File: src/rtl/spi_tmr_pkg.sv
package spi_tmr_pkg;
  typedef enum logic [2:0] {
    SEL_IDLE,
    SEL_SETUP,
    SEL_RUN,
    SEL_HOLD,
    SEL_GAP
  } sel_state_e;
endpackage

File: src/rtl/spi_tmr_sck_timer.sv
// Clock timer: toggles sck every half period, counts 2*BITS edges.
module spi_tmr_sck_timer #(
  parameter int BITS  = 8,
  parameter int DIV_W = 8
) (
  input  logic             clk,
  input  logic             rst_n,
  input  logic             start,
  input  logic [DIV_W-1:0] half,
  output logic             sck,
  output logic             rise,
  output logic             fall,
  output logic             done
);
  localparam int EDGES = 2 * BITS;
  localparam int EW    = $clog2(EDGES + 1);

  logic             run_q, run_d;
  logic             sck_q, sck_d;
  logic [DIV_W-1:0] cnt_q, cnt_d;
  logic [EW-1:0]    edg_q, edg_d;

  always_comb begin
    run_d = run_q;
    sck_d = sck_q;
    cnt_d = cnt_q;
    edg_d = edg_q;
    rise  = 1'b0;
    fall  = 1'b0;
    done  = 1'b0;
    if (start && !run_q) begin
      run_d = 1'b1;
      sck_d = 1'b0;
      cnt_d = half - DIV_W'(1);
      edg_d = '0;
    end else if (run_q) begin
      if (cnt_q == '0) begin
        sck_d = ~sck_q;
        rise  = ~sck_q;
        fall  = sck_q;
        cnt_d = half - DIV_W'(1);
        edg_d = edg_q + EW'(1);
        if (edg_q == EW'(EDGES - 1)) begin
          run_d = 1'b0;
          done  = 1'b1;
        end
      end else begin
        cnt_d = cnt_q - DIV_W'(1);
      end
    end
  end

  always_ff @(posedge clk or negedge rst_n) begin
    if (!rst_n) begin
      run_q <= 1'b0;
      sck_q <= 1'b0;
      cnt_q <= '0;
      edg_q <= '0;
    end else begin
      run_q <= run_d;
      sck_q <= sck_d;
      cnt_q <= cnt_d;
      edg_q <= edg_d;
    end
  end

  assign sck = sck_q;
endmodule

File: src/rtl/spi_tmr_sel_timer.sv
// Select timer: triggered by the shifter load, frames the clock timer.
module spi_tmr_sel_timer #(
  parameter int DIV_W = 8
) (
  input  logic             clk,
  input  logic             rst_n,
  input  logic             tx_full,
  input  logic             cpha,
  input  logic             hold_en,
  input  logic [DIV_W-1:0] half,
  input  logic             sck_done,
  output logic             load,
  output logic             sck_start,
  output logic             cs_n,
  output logic             done
);
  import spi_tmr_pkg::*;

  sel_state_e       st_q, st_d;
  logic [DIV_W-1:0] cnt_q, cnt_d;
  logic             cs_q, cs_d;
  logic             keep;

  assign keep = cpha & hold_en;

  always_comb begin
    st_d      = st_q;
    cnt_d     = cnt_q;
    cs_d      = cs_q;
    load      = 1'b0;
    sck_start = 1'b0;
    done      = 1'b0;
    case (st_q)
      SEL_IDLE: begin
        if (tx_full) begin
          load  = 1'b1;
          cs_d  = 1'b1;
          cnt_d = half - DIV_W'(1);
          st_d  = SEL_SETUP;
        end else if (cs_q && !keep) begin
          cs_d = 1'b0;
          st_d = SEL_GAP;
        end
      end
      SEL_SETUP: begin
        if (cnt_q == '0) begin
          sck_start = 1'b1;
          st_d      = SEL_RUN;
        end else begin
          cnt_d = cnt_q - DIV_W'(1);
        end
      end
      SEL_RUN: begin
        if (sck_done) begin
          cnt_d = half - DIV_W'(1);
          st_d  = SEL_HOLD;
        end
      end
      SEL_HOLD: begin
        if (cnt_q == '0) begin
          done = 1'b1;
          if (keep) begin
            st_d = SEL_IDLE;
          end else begin
            cs_d = 1'b0;
            st_d = SEL_GAP;
          end
        end else begin
          cnt_d = cnt_q - DIV_W'(1);
        end
      end
      SEL_GAP:  st_d = SEL_IDLE;
      default:  st_d = SEL_IDLE;
    endcase
  end

  always_ff @(posedge clk or negedge rst_n) begin
    if (!rst_n) begin
      st_q  <= SEL_IDLE;
      cnt_q <= '0;
      cs_q  <= 1'b0;
    end else begin
      st_q  <= st_d;
      cnt_q <= cnt_d;
      cs_q  <= cs_d;
    end
  end

  assign cs_n = ~cs_q;
endmodule

File: src/rtl/spi_tmr_tx_shift.sv
// Transmit shifter: early phase drives on falling, late phase on rising.
module spi_tmr_tx_shift #(
  parameter int BITS = 8
) (
  input  logic            clk,
  input  logic            rst_n,
  input  logic            cpha,
  input  logic            load,
  input  logic [BITS-1:0] data,
  input  logic            rise,
  input  logic            fall,
  output logic            mosi
);
  logic [BITS-1:0] sh_q, sh_d;
  logic            out_q, out_d;
  logic            shift_ev;

  assign shift_ev = cpha ? rise : fall;

  always_comb begin
    sh_d  = sh_q;
    out_d = out_q;
    if (load) begin
      if (cpha) begin
        sh_d  = data;
        out_d = 1'b0;
      end else begin
        sh_d  = {data[BITS-2:0], 1'b0};
        out_d = data[BITS-1];
      end
    end else if (shift_ev) begin
      sh_d  = {sh_q[BITS-2:0], 1'b0};
      out_d = sh_q[BITS-1];
    end
  end

  always_ff @(posedge clk or negedge rst_n) begin
    if (!rst_n) begin
      sh_q  <= '0;
      out_q <= 1'b0;
    end else begin
      sh_q  <= sh_d;
      out_q <= out_d;
    end
  end

  assign mosi = out_q;
endmodule

File: src/rtl/spi_tmr_rx_shift.sv
// Receive shifter: samples on the edge opposite to the transmit edge.
module spi_tmr_rx_shift #(
  parameter int BITS = 8
) (
  input  logic            clk,
  input  logic            rst_n,
  input  logic            cpha,
  input  logic            load,
  input  logic            din,
  input  logic            rise,
  input  logic            fall,
  output logic [BITS-1:0] word,
  output logic            got
);
  localparam int CW = $clog2(BITS);

  logic [BITS-1:0] sh_q, sh_d;
  logic [CW-1:0]   cnt_q, cnt_d;
  logic            samp;

  assign samp = cpha ? fall : rise;
  assign word = {sh_q[BITS-2:0], din};

  always_comb begin
    sh_d  = sh_q;
    cnt_d = cnt_q;
    got   = 1'b0;
    if (load) begin
      cnt_d = '0;
    end else if (samp) begin
      sh_d = word;
      if (cnt_q == CW'(BITS - 1)) begin
        got   = 1'b1;
        cnt_d = '0;
      end else begin
        cnt_d = cnt_q + CW'(1);
      end
    end
  end

  always_ff @(posedge clk or negedge rst_n) begin
    if (!rst_n) begin
      sh_q  <= '0;
      cnt_q <= '0;
    end else begin
      sh_q  <= sh_d;
      cnt_q <= cnt_d;
    end
  end
endmodule

File: src/rtl/spi_tmr_master.sv
module spi_tmr_master #(
  parameter int BITS  = 8,
  parameter int DIV_W = 8
) (
  input  logic             clk,
  input  logic             rst_n,
  input  logic             cpha,
  input  logic             cs_hold,
  input  logic [DIV_W-1:0] sck_div,
  input  logic [BITS-1:0]  tx_data,
  input  logic             tx_wr,
  output logic             tx_empty,
  output logic [BITS-1:0]  rx_data,
  input  logic             rx_rd,
  output logic             rx_ready,
  output logic             xfer_done,
  output logic             sck,
  output logic             mosi,
  input  logic             miso,
  output logic             cs_n
);
  localparam int SYNC = 2;

  logic [DIV_W-1:0] half;
  logic             load, sck_start, sck_done, rise, fall, got;
  logic [BITS-1:0]  rx_word;

  logic [BITS-1:0]  txb_q, txb_d;
  logic             full_q, full_d;
  logic [BITS-1:0]  rxb_q, rxb_d;
  logic             rdy_q, rdy_d;
  logic [SYNC-1:0]  sync_q, sync_d;

  assign half = {1'b0, sck_div[DIV_W-1:1]};

  // buffers and input synchronizer, next state
  always_comb begin
    txb_d  = txb_q;
    full_d = full_q;
    if (tx_wr) begin
      txb_d  = tx_data;
      full_d = 1'b1;
    end else if (load) begin
      full_d = 1'b0;
    end
    rxb_d = rxb_q;
    rdy_d = rdy_q;
    if (got) begin
      rxb_d = rx_word;
      rdy_d = 1'b1;
    end else if (rx_rd) begin
      rdy_d = 1'b0;
    end
    sync_d = {sync_q[SYNC-2:0], miso};
  end

  always_ff @(posedge clk or negedge rst_n) begin
    if (!rst_n) begin
      txb_q  <= '0;
      full_q <= 1'b0;
      rxb_q  <= '0;
      rdy_q  <= 1'b0;
      sync_q <= '0;
    end else begin
      txb_q  <= txb_d;
      full_q <= full_d;
      rxb_q  <= rxb_d;
      rdy_q  <= rdy_d;
      sync_q <= sync_d;
    end
  end

  spi_tmr_sel_timer #(.DIV_W(DIV_W)) sel_i (
    .clk(clk), .rst_n(rst_n), .tx_full(full_q), .cpha(cpha),
    .hold_en(cs_hold), .half(half), .sck_done(sck_done), .load(load),
    .sck_start(sck_start), .cs_n(cs_n), .done(xfer_done)
  );

  spi_tmr_sck_timer #(.BITS(BITS), .DIV_W(DIV_W)) clk_i (
    .clk(clk), .rst_n(rst_n), .start(sck_start), .half(half),
    .sck(sck), .rise(rise), .fall(fall), .done(sck_done)
  );

  spi_tmr_tx_shift #(.BITS(BITS)) txs_i (
    .clk(clk), .rst_n(rst_n), .cpha(cpha), .load(load), .data(txb_q),
    .rise(rise), .fall(fall), .mosi(mosi)
  );

  spi_tmr_rx_shift #(.BITS(BITS)) rxs_i (
    .clk(clk), .rst_n(rst_n), .cpha(cpha), .load(load),
    .din(sync_q[SYNC-1]), .rise(rise), .fall(fall), .word(rx_word), .got(got)
  );

  assign tx_empty = ~full_q;
  assign rx_data  = rxb_q;
  assign rx_ready = rdy_q;
endmodule

File: config.mk
export PLATFORM = sky130hd
export DESIGN_NAME = spi_tmr_master
export DESIGN_NICKNAME = d
export VERILOG_FILES = /design/src/rtl/spi_tmr_pkg.sv /design/src/rtl/spi_tmr_sck_timer.sv /design/src/rtl/spi_tmr_sel_timer.sv /design/src/rtl/spi_tmr_tx_shift.sv /design/src/rtl/spi_tmr_rx_shift.sv /design/src/rtl/spi_tmr_master.sv
export SDC_FILE = /design/constraint.sdc
export NUM_CORES = 1
export LEC_CHECK = 0
export BUFFER_PORTS_ARGS = -buffer_cell sky130_fd_sc_hd__buf_4
export CORE_AREA = 3 3 87 89
export CTS_BUF_LIST = sky130_fd_sc_hd__clkbuf_8
export CTS_CLUSTER_SIZE = 14
export DETAILED_ROUTE_END_ITERATION = 8
export DIE_AREA = 0 0 90 92
export GPL_TIMING_DRIVEN = 0
export PLACE_DENSITY = 0.73
export SYNTH_ARGS = -nofsm -noshare
export SYNTH_HDL_FRONTEND = slang
export SYNTH_SLANG_ARGS = --single-unit
export TNS_END_PERCENT = 50
File: constraint.sdc
create_clock -name clk -period 2.5 [get_ports clk]
set_input_delay 0.5 -clock clk [delete_from_list [all_inputs] [get_ports clk]]
set_output_delay 0.5 -clock clk [all_outputs]
set_load 0.005 [all_outputs]
==> results of run 1 <==
cells by family (layout without fill, tap and decap cells):
family / count (synthesis) / count (layout) / synth area share
adder cells (fa/ha/maj): 8 / 8 / 0.0296
XOR/XNOR: 9 / 9 / 0.0233
AND/OR/NAND/NOR: 108 / 108 / 0.169
flip-flops: 66 / 66 / 0.488
multiplexers: 38 / 38 / 0.121
AO/OA/AOI/OAI: 68 / 68 / 0.134
buffers and inverters: 26 / 79 / 0.0340
through the flow:
| stage | std cells | hold WS [ns] | power (mW) |
|---|---|---|---|
| global route | 472 | 0.243 | 3.55 |
| detailed placement | 453 | 0.343 | 2.33 |
| global placement | 453 | 0.335 | 2.29 |
| CTS | 472 | 0.250 | 3.32 |
| finish | 472 | 0.237 | 3.31 |
| floorplan | 323 | 0.204 | 2.08 |
path summary, 6_finish.rpt:
| kind | cells past startpoint | endpoint |
|---|---|---|
| hold / removal | 1 | rx_data[2] |
| setup reg to reg | 7 | txs_i.sh_q[7] |
| min in group clk | 1 | sync_q[0] |
| hold reg to reg | 0 | sync_q[1] |
| max in group asynchronous | 1 | txs_i.sh_q[6] |
| setup / recovery | 5 | xfer_done |
area by class of cell:
cell class / instances / area (sq um) / area share
Clock buffer: 9 / 124 / 0.0308
Buffer: 13 / 65.1 / 0.0162
Sequential cell: 66 / 1650 / 0.411
Inverter: 12 / 45.0 / 0.0112
Tap cell: 96 / 120 / 0.0299
Timing Repair Buffer: 38 / 285 / 0.0710
Multi-Input combinational cell: 231 / 1650 / 0.411
Clock inverter: 7 / 77.6 / 0.0193
synthesized netlist by cell type, drive strengths merged (2+ instances only):
library cell	instances
a32o	2
a21oi	13
a22o	4
inv	12
nor4b	3
and3	3
a221oi	3
nor2b	4
nand3	7
xor2	4
dfrtp	66
or3	5
o2bb2ai	2
mux2	24
clkbuf	9
nand2b	2
and2	2
nand2	39
nor4	4
ha	8
nand4	2
o21ai	28
o21bai	2
o211ai	2
nand3b	3
nor2	21
xnor2	5
buf	5
nor3	7
or2	2
mux2i	14
timing repair:
action	4_1_cts	5_1_grt
pin swaps	2	1
resized for setup	9	1
endpoints found under the hold margin	0	0
buffers inserted	3	1
setup endpoints to repair	1	7
per-layer routing:
layer,global-route usage,wire (um),up-vias,share of wire
met5,0,0,-,0
met3,0.0345,197,14,0.029
met4,0.0689,116,0,0.017
li1,-,-,1255,-
met1,0.233,3230,1253,0.47
met2,0.283,3280,49,0.48
placed cells by master (no fill, tap or decap), types with 3 or more instances in the layout:
cell type   n
nand3b_1    3
inv_1      10
clkbuf_8    9
nor2b_1     4
a221oi_1    3
nand3_1     6
nor4b_1     3
dfrtp_1    66
nand2_1    38
ha_1        7
o21ai_0    26
and3_1      3
or3_1       5
nor3_1      7
xor2_1      4
buf_4      38
a21oi_1    13
nor2_1     20
mux2i_1    14
a22o_1      4
xnor2_1     5
clkbuf_1    9
mux2_2     24
nor4_4      3
sequential cells by signal, summed over array words and instances, names as in the netlist:
signal       cells
clk_i.cnt_q      8
clk_i.edg_q      5
clk_i.run_q      1
clk_i.sck        1
full_q           1
rx_data          8
rx_ready         1
rxs_i.cnt_q      3
rxs_i.sh_q       7
sel_i.cnt_q      8
sel_i.cs_q       1
sel_i.st_q       3
sync_q           2
txb_q            8
txs_i.mosi       1
txs_i.sh_q       8
power breakdown:
part | leakage (nW) | internal (mW) | total, mW | switching, mW
registers | 0.844 | 1.29 | 1.50 | 0.217
logic | 0.918 | 0.450 | 0.897 | 0.447
clock network | 0.100 | 0.469 | 0.912 | 0.443
total | 1.86 | 2.21 | 3.31 | 1.11
==> impl_metrics.csv, run 1 <==
group,metric,value,unit
status,status,"complete, no violations",
setup_path,endpoint_kind,"output port",
synthesis,synth.area.top_cells,"dfrtp_1 (49%), mux2_2 (8.0%), nand2_1 (4.2%), mux2i_1 (4.1%), o21ai_0 (3.8%)",
detailed_routing,first_iter_violations,95,
synthesis,synth_nets,354,
detailed_routing,wl_per_cell,14.5,um
floorplan,chipWidth,90,um
setup_path,critPathMaxFanout,9,
placed_design,placed_cell_area,3760,sq um
sta,worst_pin_slew,0.840,ns
detailed_routing,firstDrtPassIters,4,
floorplan,die_y,92,um
floorplan,initial_core_util,0.495,
setup_path,path_buf_inv,3,
synthesis,synth_cells,323,
setup_path,crit_type,"flop to output port",
cells_and_area,drive_gt1_frac,0.255,
clocking,cts.path.max_buffers,2,
detailed_routing,remaining_drc_errors,0,
placed_design,place_congestion,0.850,
sta,clock.fmax,0.428,GHz
sta,drv_slew,0,
synthesis,synth_seq_cells,66,
grt,antenna_found_initial,0,
clocking,clk_pin_slew,0.08,ns
synthesis,synth_ff_type,"dfrtp_1",
grt,grt_pass1_vias,2479,
synthesis,synth_edf_count,0,
cells_and_area,fin_util,0.588,
setup_path,max_stage_delay,0.36,ns
setup_path,cp.arrival,1.84,ns
cells_and_area,fin_nets,402,
setup_path,slowest_stage,"dfrtp_1",
synthesis,async_reset_ff_frac,1.00,
clocking,cts_tree,"built",
setup_path,cpMostUsedCell,"clkbuf_1",
synthesis,seq_area_frac_synth,0.488,
clocking,cts_root_buffer,"clkbuf_8",
setup_path,worstReg2RegStart,"clk_i.cnt_q[0]",
sta,tns,0,ns
clocking,cts_hold_buf,0,
detailed_routing,ant_nets,0,
sta,finClkSkew,0.0101,ns
setup_path,start_kind,"flop",
clocking,worstSkewPairLatency,0.34,ns
synthesis,synth_largest_area_cell,"dfrtp_1",
cells_and_area,fillCellCount,622,
grt,grt_overflow,0,
setup_path,crit_required,2.00,ns
clocking,clock_sinks,66,
placed_design,io_buffers,34,
detailed_routing,wirelength,6820,um
setup_path,ff2ff_setup_slack,0.23,ns
placed_design,hpwlAfterDp,4700,um
floorplan,io_pins,37,
floorplan,rows,30,
sta,timing.final.ws_setup,0.162,ns
power_and_ir_drop,p_per_area,824,nW/um^2
synthesis,yosys_warnings,0,
min_path,min-delay-path-class,"primary input to asynchronous set/reset pin",
cells_and_area,antenna_cells,0,
detailed_routing,viasPerCell,5.45,
sta,rsz0062_at_grt,"false",
synthesis,synth_area,3380,sq um
cells_and_area,post-route-cell-area,4020,sq um
detailed_routing,vias,2571,
grt,grt_max_degree,67,
synthesis,synth_cell_types,56,
clocking,cts-buffers-inserted,9,
synthesis,synth_top_area_frac,0.488,
setup_path,critical-path-top-delay-family,"buffers and inverters",
placed_design,pre_cts_slack,0.166,ns
power_and_ir_drop,p_leak,1.86,nW
power_and_ir_drop,peakVddDrop,0.385,mV
grt,grt_usage,0.175,
cells_and_area,syn2layout_area_growth,18.9,%
sta,final_min_period_over_clock_period,0.935,
floorplan,die_area,8280,sq um
clocking,htreeDepth,3,
setup_path,crit_start,"sel_i.st_q[2]",
sta,final.min_clock_period,2.34,ns
floorplan,core,6830,sq um
grt,grt_pass1_wl,11900,um
sta,finalSetupViolCount,0,
setup_path,cp_cell_sequence,"clkbuf_1 -> nand2b_1 -> clkbuf_1 -> nor4_4 -> buf_4",
flow_run,max-cap-violations,0,
sta,slew-limit-headroom,0.440,
sta,final-hold-violation-count,0,
synthesis,avgSynthCellArea,10.5,sq um
(Power assumes the default switching activity.)
==> run 2, diff against run 1 <==
--- a/config.mk
+++ b/config.mk
@@ -6,13 +6,16 @@
 export NUM_CORES = 1
 export LEC_CHECK = 0
 export BUFFER_PORTS_ARGS = -buffer_cell sky130_fd_sc_hd__buf_4
-export CORE_AREA = 3 3 87 89
+export CELL_PAD_IN_SITES_DETAIL_PLACEMENT = 0
+export CELL_PAD_IN_SITES_GLOBAL_PLACEMENT = 2
+export CORE_AREA = 3 3 98 100
 export CTS_BUF_LIST = sky130_fd_sc_hd__clkbuf_8
+export CTS_CLUSTER_DIAMETER = 30
 export CTS_CLUSTER_SIZE = 14
 export DETAILED_ROUTE_END_ITERATION = 8
-export DIE_AREA = 0 0 90 92
+export DIE_AREA = 0 0 101 103
 export GPL_TIMING_DRIVEN = 0
-export PLACE_DENSITY = 0.73
+export PLACE_DENSITY = 0.84
 export SYNTH_ARGS = -nofsm -noshare
 export SYNTH_HDL_FRONTEND = slang
 export SYNTH_SLANG_ARGS = --single-unit
==> impl_metrics.csv, run 2 (synthesis gave the netlist of run 1 again) <==
group,metric,value,unit
status,status,"complete, no violations",
cells_and_area,post-route-cell-area,4070,sq um
detailed_routing,firstDrtPassIters,4,
sta,holdWs,0.258,ns
placed_design,place_congestion,0.748,
detailed_routing,ant_nets,0,
sta,final.min_clock_period,2.38,ns
cells_and_area,fin_util,0.464,
setup_path,start_kind,"flop",
setup_path,crit_required,2.00,ns
setup_path,critPathMaxFanout,6,
floorplan,core,8760,sq um
floorplan,initial_core_util,0.386,
detailed_routing,wl_per_cell,14.3,um
placed_design,io_buffers,34,
clocking,cts.path.max_buffers,2,
placed_design,pre_cts_slack,0.0957,ns
cells_and_area,fin_nets,402,
grt,grt_pass1_wl,11500,um
clocking,clock_sinks,66,
grt,grt_usage,0.141,
sta,drv_slew,0,
sta,worst_pin_slew,0.850,ns
power_and_ir_drop,peakVddDrop,0.306,mV
sta,final-hold-violation-count,0,
sta,rsz0062_at_grt,"false",
clocking,clk_pin_slew,0.08,ns
flow_run,max-cap-violations,0,
power_and_ir_drop,p_per_area,837,nW/um^2
sta,finClkSkew,0.00823,ns
cells_and_area,antenna_cells,0,
sta,clock.fmax,0.420,GHz
clocking,cts_tree,"built",
sta,finalSetupViolCount,0,
clocking,cts_hold_buf,0,
cells_and_area,mostFrequentLayoutCell,"dfrtp_1",
clocking,worstSkewPairLatency,0.34,ns
sta,slew-limit-headroom,0.434,
clocking,cts-buffers-inserted,9,
detailed_routing,viasPerCell,5.21,
setup_path,crit_type,"flop to output port",
grt,grt_max_degree,67,
cells_and_area,fillCellCount,838,
clocking,cts_root_buffer,"clkbuf_8",
power_and_ir_drop,p_leak,1.87,nW
setup_path,cp.arrival,1.88,ns
floorplan,rows,34,
sta,final_min_period_over_clock_period,0.953,
floorplan,die_y,103,um
cells_and_area,drive_gt1_frac,0.258,
cells_and_area,stdcell_count,484,
floorplan,io_pins,37,
floorplan,chipWidth,101,um
detailed_routing,wirelength,6930,um
min_path,min-delay-path-class,"primary input to asynchronous set/reset pin",
detailed_routing,remaining_drc_errors,0,
sta,tns,0,ns
detailed_routing,vias,2523,
sta,timing.final.ws_setup,0.118,ns
grt,grt_pass1_vias,2335,
floorplan,die_area,10400,sq um
grt,grt_overflow,0,
grt,antenna_found_initial,0,
clocking,htreeDepth,3,
power_and_ir_drop,p_total,3.40,mW
placed_design,place_inst,465,
placed_design,hpwlAfterDp,4910,um
setup_path,endpoint_kind,"output port",
detailed_routing,first_iter_violations,61,
cells_and_area,layout_common_cells,"dfrtp_1 (66), nand2_1 (38), buf_4 (37)",
placed_design,placed_cell_area,3770,sq um
cells_and_area,syn2layout_area_growth,20.2,%
==> run 2: cell count changes in the layout (fill, tap and decap cells not counted) <==
cell	before	now
clkinvlp_4	1	2
a2bb2oi_2	0	1
nor2_2	0	1
a2bb2oi_1	1	0
buf_6	2	3
clkinv_4	2	0
buf_4	38	37
bufinv_16	1	2
inv_6	2	1
nor2_4	1	0
clkbuf_8	9	10
==> run 2: metal layers <==
| metal | global-route usage | wire length [um] | part of all wire | vias up |
|---|---|---|---|---|
| met4 | 0.0532 | 111 | 0.016 | 0 |
| met2 | 0.211 | 3130 | 0.45 | 35 |
| met1 | 0.201 | 3470 | 0.50 | 1225 |
| li1 | - | - | - | 1252 |
| met3 | 0.0318 | 225 | 0.032 | 11 |
| met5 | 0 | 0 | 0 | - |
==> run 2: area by class of cell <==
cell class                      instances  area (sq um)  area share
Timing Repair Buffer                   37           278      0.0683
Inverter                               12          45.0      0.0111
Tap cell                              108           135      0.0332
Clock inverter                          6          88.8      0.0219
Clock buffer                           10           138      0.0339
Sequential cell                        66          1650       0.406
Buffer                                 14          76.3      0.0188
Multi-Input combinational cell        231          1650       0.407
==> run 2: path summary, 6_finish.rpt <==
check	start	endpoint	slack, ns	depth (start not counted)
worst max-delay path	sel_i.cnt_q[1]	xfer_done	0.12	6
worst min-delay path	rst_n	sel_i.cnt_q[3]	0.26	1
worst max register to register	clk_i.cnt_q[2]	rx_data[0]	0.20	5
worst min register to register	sync_q[0]	sync_q[1]	0.35	0
max in group asynchronous	rst_n	clk_i.cnt_q[0]	1.67	1
min in group clk	miso	sync_q[0]	0.29	1
==> run 2: critical path: stages, from the launching register on <==
cell	delay, ns
dfrtp_1	0.40
inv_2	0.09
ha_4	0.15
or4b_4	0.46
buf_6	0.15
nor4_4	0.15
buf_4	0.15
==> run 2: report_power, final <==
part           total, mW  internal, mW  switching, mW
registers           1.50          1.29          0.212
logic              0.886         0.446          0.440
clock network       1.02         0.590          0.426
==> run 2: what timing repair did <==
| item | in CTS | in global routing |
|---|---|---|
| gates resized for setup | 9 | 1 |
| setup buffers | 3 | 0 |
| endpoints found under the hold margin | 0 | 0 |
| endpoints found under the setup margin | 1 | 8 |
| pin swaps | 2 | 0 |
